$ cat config.mk
export PLATFORM = sky130hd
export DESIGN_NAME = adc_ctrl_unit
export DESIGN_NICKNAME = d
export VERILOG_FILES = /design/src/rtl/adc_ctrl_pkg.sv /design/src/rtl/adc_ctrl_regs.sv /design/src/rtl/adc_chan_map.sv /design/src/rtl/adc_conv_clkdiv.sv /design/src/rtl/adc_ctrl_unit.sv
export SDC_FILE = /design/constraint.sdc
export NUM_CORES = 1
export LEC_CHECK = 0
export BUFFER_PORTS_ARGS = -buffer_cell sky130_fd_sc_hd__buf_2
export CAP_MARGIN = 40
export CORE_ASPECT_RATIO = 0.7
export CORE_MARGIN = 10
export CORE_UTILIZATION = 44
export DETAILED_ROUTE_END_ITERATION = 10
export PLACE_DENSITY = 0.77
export SLEW_MARGIN = 10
export SYNTH_ARGS = -nofsm -noshare
export SYNTH_HDL_FRONTEND = slang
export SYNTH_SLANG_ARGS = --single-unit
export TNS_END_PERCENT = 50
$ cat constraint.sdc
create_clock -name clk -period 1.9 [get_ports clk]
set_input_delay 0.38 -clock clk [delete_from_list [all_inputs] [get_ports clk]]
set_output_delay 0.38 -clock clk [all_outputs]
set_load 0.005 [all_outputs]
$ cat src/rtl/adc_ctrl_pkg.sv
package adc_ctrl_pkg;

  localparam int CH_W  = 4;
  localparam int RES_W = 10;
  localparam int REG_W = 8;

  typedef struct packed {
    logic [CH_W-1:0] chan;
    logic            diff;
    logic            mux_out;
    logic            psc_slow;
    logic            busy;
  } ctrl_t;

  // Differential partner: flip the lowest bit of the code.
  function automatic logic [CH_W-1:0] partner_chan(input logic [CH_W-1:0] c);
    return {c[CH_W-1:1], ~c[0]};
  endfunction

  function automatic logic chan_reserved(input logic [CH_W-1:0] c,
                                         input logic [CH_W-1:0] ra,
                                         input logic [CH_W-1:0] rb);
    return (c == ra) || (c == rb);
  endfunction

  function automatic logic [REG_W-1:0] result_hi(input logic [RES_W-1:0] r);
    return r[RES_W-1:RES_W-REG_W];
  endfunction

  function automatic logic [REG_W-1:0] result_lo(input logic [RES_W-1:0] r);
    return {r[RES_W-REG_W-1:0], {(2*REG_W-RES_W){1'b0}}};
  endfunction

endpackage

$ cat src/rtl/adc_ctrl_regs.sv
module adc_ctrl_regs
  import adc_ctrl_pkg::*;
#(
  parameter logic [CH_W-1:0] RSV_A = 4'd14,
  parameter logic [CH_W-1:0] RSV_B = 4'd15
) (
  input  logic             clk,
  input  logic             rst_n,
  input  logic             wr_ctrl,
  input  logic [REG_W-1:0] wdata,
  input  logic             conv_done,
  output ctrl_t            ctrl,
  output logic             start_pulse,
  output logic             err,
  output logic             done_accept
);

  ctrl_t req;
  logic  wr_open, refuse, launch;

  assign req         = ctrl_t'(wdata);
  assign wr_open     = wr_ctrl && !ctrl.busy;
  assign refuse      = wr_open && req.busy && req.mux_out &&
                       chan_reserved(req.chan, RSV_A, RSV_B);
  assign launch      = wr_open && req.busy && !refuse;
  assign done_accept = ctrl.busy && conv_done;

  always_ff @(posedge clk or negedge rst_n) begin
    if (!rst_n) begin
      ctrl        <= '0;
      start_pulse <= 1'b0;
      err         <= 1'b0;
    end else begin
      start_pulse <= launch;
      if (wr_open) begin
        ctrl.chan     <= req.chan;
        ctrl.diff     <= req.diff;
        ctrl.mux_out  <= req.mux_out;
        ctrl.psc_slow <= req.psc_slow;
        ctrl.busy     <= launch;
        err           <= refuse;
      end else if (done_accept) begin
        ctrl.busy <= 1'b0;
      end
    end
  end


  start_one_cycle_chk: assert property (@(posedge clk) disable iff (!rst_n)
    start_pulse |=> !start_pulse);

  busy_rise_start_chk: assert property (@(posedge clk) disable iff (!rst_n)
    $rose(ctrl.busy) |-> start_pulse);

  fields_locked_chk: assert property (@(posedge clk) disable iff (!rst_n)
    (ctrl.busy && $past(ctrl.busy)) |->
      ($stable(ctrl.chan) && $stable(ctrl.diff) && $stable(ctrl.mux_out) && $stable(ctrl.psc_slow)));

  err_idle_chk: assert property (@(posedge clk) disable iff (!rst_n)
    $rose(err) |-> !ctrl.busy);

  no_reserved_start_chk: assert property (@(posedge clk) disable iff (!rst_n)
    start_pulse |-> !(ctrl.mux_out && chan_reserved(ctrl.chan, RSV_A, RSV_B)));

endmodule

$ cat src/rtl/adc_chan_map.sv
module adc_chan_map
  import adc_ctrl_pkg::*;
(
  input  logic            clk,
  input  logic            rst_n,
  input  logic [CH_W-1:0] chan,
  input  logic            diff,
  output logic [CH_W-1:0] pos_sel,
  output logic [CH_W-1:0] neg_sel,
  output logic            diff_o
);

  always_comb begin
    pos_sel = chan;
    diff_o  = diff;
    neg_sel = diff ? partner_chan(chan) : '0;
  end


  pair_neighbour_chk: assert property (@(posedge clk) disable iff (!rst_n)
    diff_o |-> (neg_sel[CH_W-1:1] == pos_sel[CH_W-1:1] && neg_sel[0] != pos_sel[0]));

endmodule

$ cat src/rtl/adc_conv_clkdiv.sv
module adc_conv_clkdiv #(
  parameter int FAST_LOG2 = 1,
  parameter int SLOW_LOG2 = 2
) (
  input  logic clk,
  input  logic rst_n,
  input  logic run,
  input  logic slow,
  output logic tick
);

  localparam int CW = (SLOW_LOG2 > FAST_LOG2) ? SLOW_LOG2 : FAST_LOG2;
  localparam logic [CW-1:0] MASK_FAST = CW'((1 << FAST_LOG2) - 1);
  localparam logic [CW-1:0] MASK_SLOW = CW'((1 << SLOW_LOG2) - 1);

  logic [CW-1:0] cnt;
  logic [CW-1:0] mask;

  assign mask = slow ? MASK_SLOW : MASK_FAST;
  assign tick = run && ((cnt & mask) == mask);

  always_ff @(posedge clk or negedge rst_n) begin
    if (!rst_n)    cnt <= '0;
    else if (!run) cnt <= '0;
    else           cnt <= cnt + 1'b1;
  end


  tick_when_running_chk: assert property (@(posedge clk) disable iff (!rst_n)
    tick |-> run);

  tick_spaced_chk: assert property (@(posedge clk) disable iff (!rst_n)
    tick |=> !tick);

endmodule

$ cat src/rtl/adc_ctrl_unit.sv
module adc_ctrl_unit
  import adc_ctrl_pkg::*;
#(
  parameter logic [CH_W-1:0] RSV_A     = 4'd14,
  parameter logic [CH_W-1:0] RSV_B     = 4'd15,
  parameter int              FAST_LOG2 = 1,
  parameter int              SLOW_LOG2 = 2
) (
  input  logic             clk,
  input  logic             rst_n,
  input  logic             bus_wr,
  input  logic [1:0]       bus_addr,
  input  logic [REG_W-1:0] bus_wdata,
  output logic [REG_W-1:0] bus_rdata,
  output logic [CH_W-1:0]  conv_pos_sel,
  output logic [CH_W-1:0]  conv_neg_sel,
  output logic             conv_diff,
  output logic             conv_pwr_en,
  output logic             conv_start,
  output logic             conv_clk_en,
  input  logic             conv_done,
  input  logic [RES_W-1:0] conv_result,
  output logic             mux_pin_en,
  output logic             start_err
);

  ctrl_t            ctrl;
  logic             done_accept;
  logic             wr_ctrl;
  logic [RES_W-1:0] result_q;

  assign wr_ctrl = bus_wr && (bus_addr == 2'd0);

  adc_ctrl_regs #(.RSV_A(RSV_A), .RSV_B(RSV_B)) u_regs (
    .clk(clk), .rst_n(rst_n), .wr_ctrl(wr_ctrl), .wdata(bus_wdata),
    .conv_done(conv_done), .ctrl(ctrl), .start_pulse(conv_start),
    .err(start_err), .done_accept(done_accept)
  );

  adc_chan_map u_map (
    .clk(clk), .rst_n(rst_n), .chan(ctrl.chan), .diff(ctrl.diff),
    .pos_sel(conv_pos_sel), .neg_sel(conv_neg_sel), .diff_o(conv_diff)
  );

  adc_conv_clkdiv #(.FAST_LOG2(FAST_LOG2), .SLOW_LOG2(SLOW_LOG2)) u_div (
    .clk(clk), .rst_n(rst_n), .run(ctrl.busy), .slow(ctrl.psc_slow),
    .tick(conv_clk_en)
  );

  assign conv_pwr_en = ctrl.busy;
  assign mux_pin_en  = ctrl.mux_out;

  // Result holds no reset value: undefined until the first conversion.
  always_ff @(posedge clk) begin
    if (done_accept) result_q <= conv_result;
  end

  always_comb begin
    unique case (bus_addr)
      2'd0:    bus_rdata = ctrl;
      2'd1:    bus_rdata = result_hi(result_q);
      2'd2:    bus_rdata = result_lo(result_q);
      default: bus_rdata = {{(REG_W-1){1'b0}}, start_err};
    endcase
  end


  busy_clears_chk: assert property (@(posedge clk) disable iff (!rst_n)
    done_accept |=> !conv_pwr_en);

  result_capture_chk: assert property (@(posedge clk) disable iff (!rst_n)
    $past(done_accept) |-> (result_q == $past(conv_result)));

  idle_done_ignored_chk: assert property (@(posedge clk) disable iff (!rst_n)
    (conv_done && !conv_pwr_en && !bus_wr) |=> $stable(result_q));

endmodule

After elaboration in Yosys (flattened, before gate mapping)

Index checks and enable logic that the tools add are counted.

Add/subtract/negate cells: 1
Equality and inequality tests: 5
Mux-type cells: 6
Bitwise logic cells: 2
Reductions and logical operators: 13

Operators with widths:

| kind                                           | number |
|---|---|
| one-hot mux 8 bit (3 select lines)             | 1 |
| == test 4 bit (second input constant)          | 2 |
| logical AND 1 bit                              | 8 |
| two-way mux 2 bit                              | 2 |
| two-way mux 4 bit                              | 1 |
| adder 2 x 1 -> 2 bit (second input constant)   | 1 |
| bitwise AND 2 bit                              | 1 |
| == test 2 x 1 -> 1 bit (second input constant) | 1 |
| == test 2 bit                                  | 1 |
| == test 2 bit (second input constant)          | 1 |
| zero test 1 bit                                | 2 |
| zero test 2 bit                                | 1 |
| two-way mux 1 bit                              | 2 |
| nonzero test 2 bit                             | 1 |
| logical OR 1 bit                               | 1 |
| NOT 1 bit                                      | 1 |

Bits in registers: 22
Output and inout port bits: 22

Longest topological paths before layout

Word-level depth: 9
Mapped depth: 4

Cells and area by module

A second synthesis with hierarchy kept.

Cells, all modules: 75
Area total of the unflattened synthesis: 1043.5 sq um

By module, submodules not included:

| module          | instances | cells an instance | area an instance (sq um) | sequential area each (sq um) |
|---|---|---|---|---|
| adc_ctrl_unit   | 1         | 31                | 459.2                    | 300.3 |
| adc_ctrl_regs   | 1         | 27                | 432.9                    | 250.2 |
| adc_conv_clkdiv | 1         | 8                 | 86.3                     | 50.0 |
| adc_chan_map    | 1         | 9                 | 65.1                     | 0.0 |

Worst setup path before layout

OpenSTA, ideal clock, no wires.

Kind: register to register
Start: reg u_regs.ctrl[0] (netlist name)
End: reg u_regs.ctrl[1] (netlist name)
Library setup time: 0.125 ns
Data arrival time: 1.261 ns
Data required time: 1.775 ns
Slack: 0.514 ns
Cell stages (with the launch flop): 3
Buffers on the path: 0
Clock period less this slack: 1.386 ns
Cells stage by stage: dfrtp_1 nor4b_4 mux2_2

Longest elaborated chain between the ends: 2

RTL lines:

| what              | line                | RTL |
|---|---|---|
| zero test 1 bit   | --                  |  |
| logical AND 1 bit | adc_ctrl_regs.sv:22 | `assign wr_open = wr_ctrl && !ctrl.busy;` |

No other way between the ends.
A chain may end at the register's enable or synchronous reset.

Worst setup path in the final report

Start: reg u_regs.ctrl[0] (netlist name)
End: out bus_rdata[0]

Longest elaborated chain between the ends: 1

RTL lines:

| what                               | line                | RTL |
|---|---|---|
| one-hot mux 8 bit (3 select lines) | adc_ctrl_unit.sv:59 | `unique case (bus_addr)` |
| end, declared                      | adc_ctrl_unit.sv:14 | `output logic [REG_W-1:0] bus_rdata,` |

No other way between the ends.

==> results.cfg <==
[power_and_ir_drop]
p_per_area_nw_per_um2 = 867
swShare_pct = 25.7
seq_power_share_pct = 53.0
power_mw = 1.09
cellLeakagePower_nw = 0.637
p_sw_uw = 281
p_comb_share_pct = 18.4
ir_worst_vdd_mv = 0.517
p_clk_share_pct = 28.6
internal_power_uw = 812

[clock_network]
h-tree-depth = 1
numClockSinks = 22
ctsResizeCount = 0
insertion_delay_ns = 0.32
cts_setup_buffers = 0
cts_tree = yes
root_buffer = clkbuf_4
cts_buffers = 3
path_clk_slew_ns = 0.13
clk_path_buf_depth = 2

[setup_path]
cp_top_family = flip-flops
cp_cell_sequence = mux2i_1, o21ai_0, buf_2
crit_fanout = 8
cp_slowest_stage_delay_ns = 0.51
critPathArrivalTime_ns = 1.21
setup.worst_path.end_class = output pin
worst_ep_required_time_ns = 1.52
start_kind = register
path_class = reg -> out
crit_buf_inv = 1
r2r_start = u_regs.ctrl[0]
cp-startpoint = u_regs.ctrl[0]
crit_slowest_cell = dfrtp_1

[synth]
yosys_warnings = 0
syn_area_per_cell_um2 = 13.6
synth_cells = 70
ys_top_cells_by_count = 12 x dfrtp_1, 10 x edfxtp_1, 8 x mux2_2, 8 x mux2i_1, 6 x nor2_1
synth.yosys.seq_area_share_pct = 63.1
synth_edf_count = 10
yosys.cell_count.top_type = dfrtp_1
synth-async-reset-ratio_pct = 54.5
ys_top_cells_by_area = dfrtp_1 32%, edfxtp_1 32%, mux2_2 9.5%
yosys_register_bits = 22
yosys.area.top_type_share_pct = 31.5
synth_cell_types = 19
synth_flop_cell = dfrtp_1
yosysTopAreaCell = dfrtp_1
synthesis.area_um2 = 952
syn_nets = 94

[timing]
drv_slew = 0
setup_viol = 0
period_needed_ns = 1.59
timing.final.crit_share_pct = 83.8
finalHoldViolations = 0
tns_ns = 0
finalClockSkew_ns = 0.00891
worst_slew_pin_slew_ns = 0.576
maxSlewHeadroom_pct = 61.4
rsz0062_at_grt = false
fmax_mhz = 628

[layout]
antenna_cells = 0
fin_util_pct = 64.6
synthToLayoutAreaGrowth_pct = 32.5
drive_gt1_share_pct = 49.6
nets = 144

[grt]
grt_max_degree = 14
grt_overflow = 0
grt_pass1_wl_um = 3970
grt_pass1_vias = 815
antenna_found_initial = 0
grtUsageTotal_pct = 11.7

[placed_design]
dp_hpwl_um = 1950
gp_congestion = 0.733
port_buffers = 45

[floorplan]
dieWidth_um = 75.6
die_y_um = 58.9
rows = 13
die_area_um2 = 4450
core_area_um2 = 1950
initial_core_util_pct = 48.8
io_pins = 46

[detailed_routing]
vias = 728
ant_nets = 0
wl_per_cell_um = 17.7
vias_per_cell = 5.16
drt_iter0_drc = 40
drt_wl_total_um = 2500
dr.pass1.iters = 4
drc = 0

[run]
drv_cap = 0

[hold_path]
hp-start = conv_result[1]
min_path_type = in -> reg

[status]
status = finished, final reports clean
## layout by cell type (no fill, tap or decap)
cell type,count
a21o_1,1
a21oi_1,1
and2_1,5
and3_1,1
buf_2,45
buf_4,1
clkbuf_16,1
clkbuf_4,3
dfrtp_1,12
dlygate4sd3_1,1
edfxtp_1,10
inv_1,3
mux2_2,8
mux2i_1,8
nand2_1,3
nand3_1,1
nand4_1,1
nor2_1,6
nor2b_1,3
nor4b_4,1
o21ai_0,3
xor2_1,1
## layout make-up
type,instances,area [um^2]
Clock buffer,4,47.5
Fill cell,149,691
Inverter,3,11.3
Multi-Input combinational cell,43,332
Sequential cell,22,601
Tap cell,22,27.5
Timing Repair Buffer,47,243
## sequential cells by signal (all words and copies together) (netlist names)
register	cells
u_regs.start_pulse	1
u_regs.ctrl	8
u_div.cnt	2
u_regs.err	1
result_q	10
## cell families after synthesis
| kind of cell | share of synthesized area (%) |
|---|---|
| buffers and inverters | 2.10 |
| AND/OR/NAND/NOR | 13.1 |
| flip-flops | 63.1 |
| AO/OA/AOI/OAI | 2.89 |
| multiplexers | 17.9 |
| XOR/XNOR | 0.920 |
## stage by stage
| stage | instances | worst slack (ns) | hold slack, ns | area [um^2] |
|---|---|---|---|---|
| finish | 141 | 0.308 | 0.230 | 1260 |
| global route | 141 | 0.150 | 0.214 | 1260 |
| CTS | 141 | 0.296 | 0.219 | 1260 |
| detailed placement | 136 | 0.205 | 0.275 | 1200 |
| global placement | 136 | 0.248 | 0.267 | 1200 |
| floorplan | 70 | 0.514 | 0.0844 | 952 |
## power by group through the flow
stage          logic (mW)  clock network, mW  registers [mW]
2_1_floorplan      0.0883                  0           0.581
3_3_place_gp        0.195                  0           0.586
3_5_place_dp        0.203                  0           0.588
4_1_cts             0.206              0.317           0.580
5_1_grt             0.224              0.336           0.587
6_report            0.201              0.313           0.580
## worst paths after layout
kind                       slack, ns  depth (start not counted)              to
max                             0.31                          3    bus_rdata[0]
min                             0.23                          1     result_q[1]
max reg2reg                     0.35                          2  u_regs.ctrl[1]
min reg2reg                     0.49                          1    u_div.cnt[0]
max in group asynchronous       1.23                          2  u_regs.ctrl[1]
min in group asynchronous       0.45                          2    u_div.cnt[1]
## worst register-to-register path: stages (launching register included)
cell	delay (ns)
dfrtp_1	0.49
nor4b_4	0.54
mux2_2	0.41
## per-layer routing
metal	global-route usage, %	wire length (um)
met5	0	0
met4	3.17	26
met3	6.70	294
met2	17.5	1130
met1	13.9	1050
## what timing repair did
| item | 4_1_cts | 5_1_grt |
|---|---|---|
| hold buffers | 1 | 0 |
| endpoints found under the hold margin | 12 | 0 |
| endpoints found under the setup margin | 0 | 0 |
No activity file was read; power rests on OpenSTA's default activity.
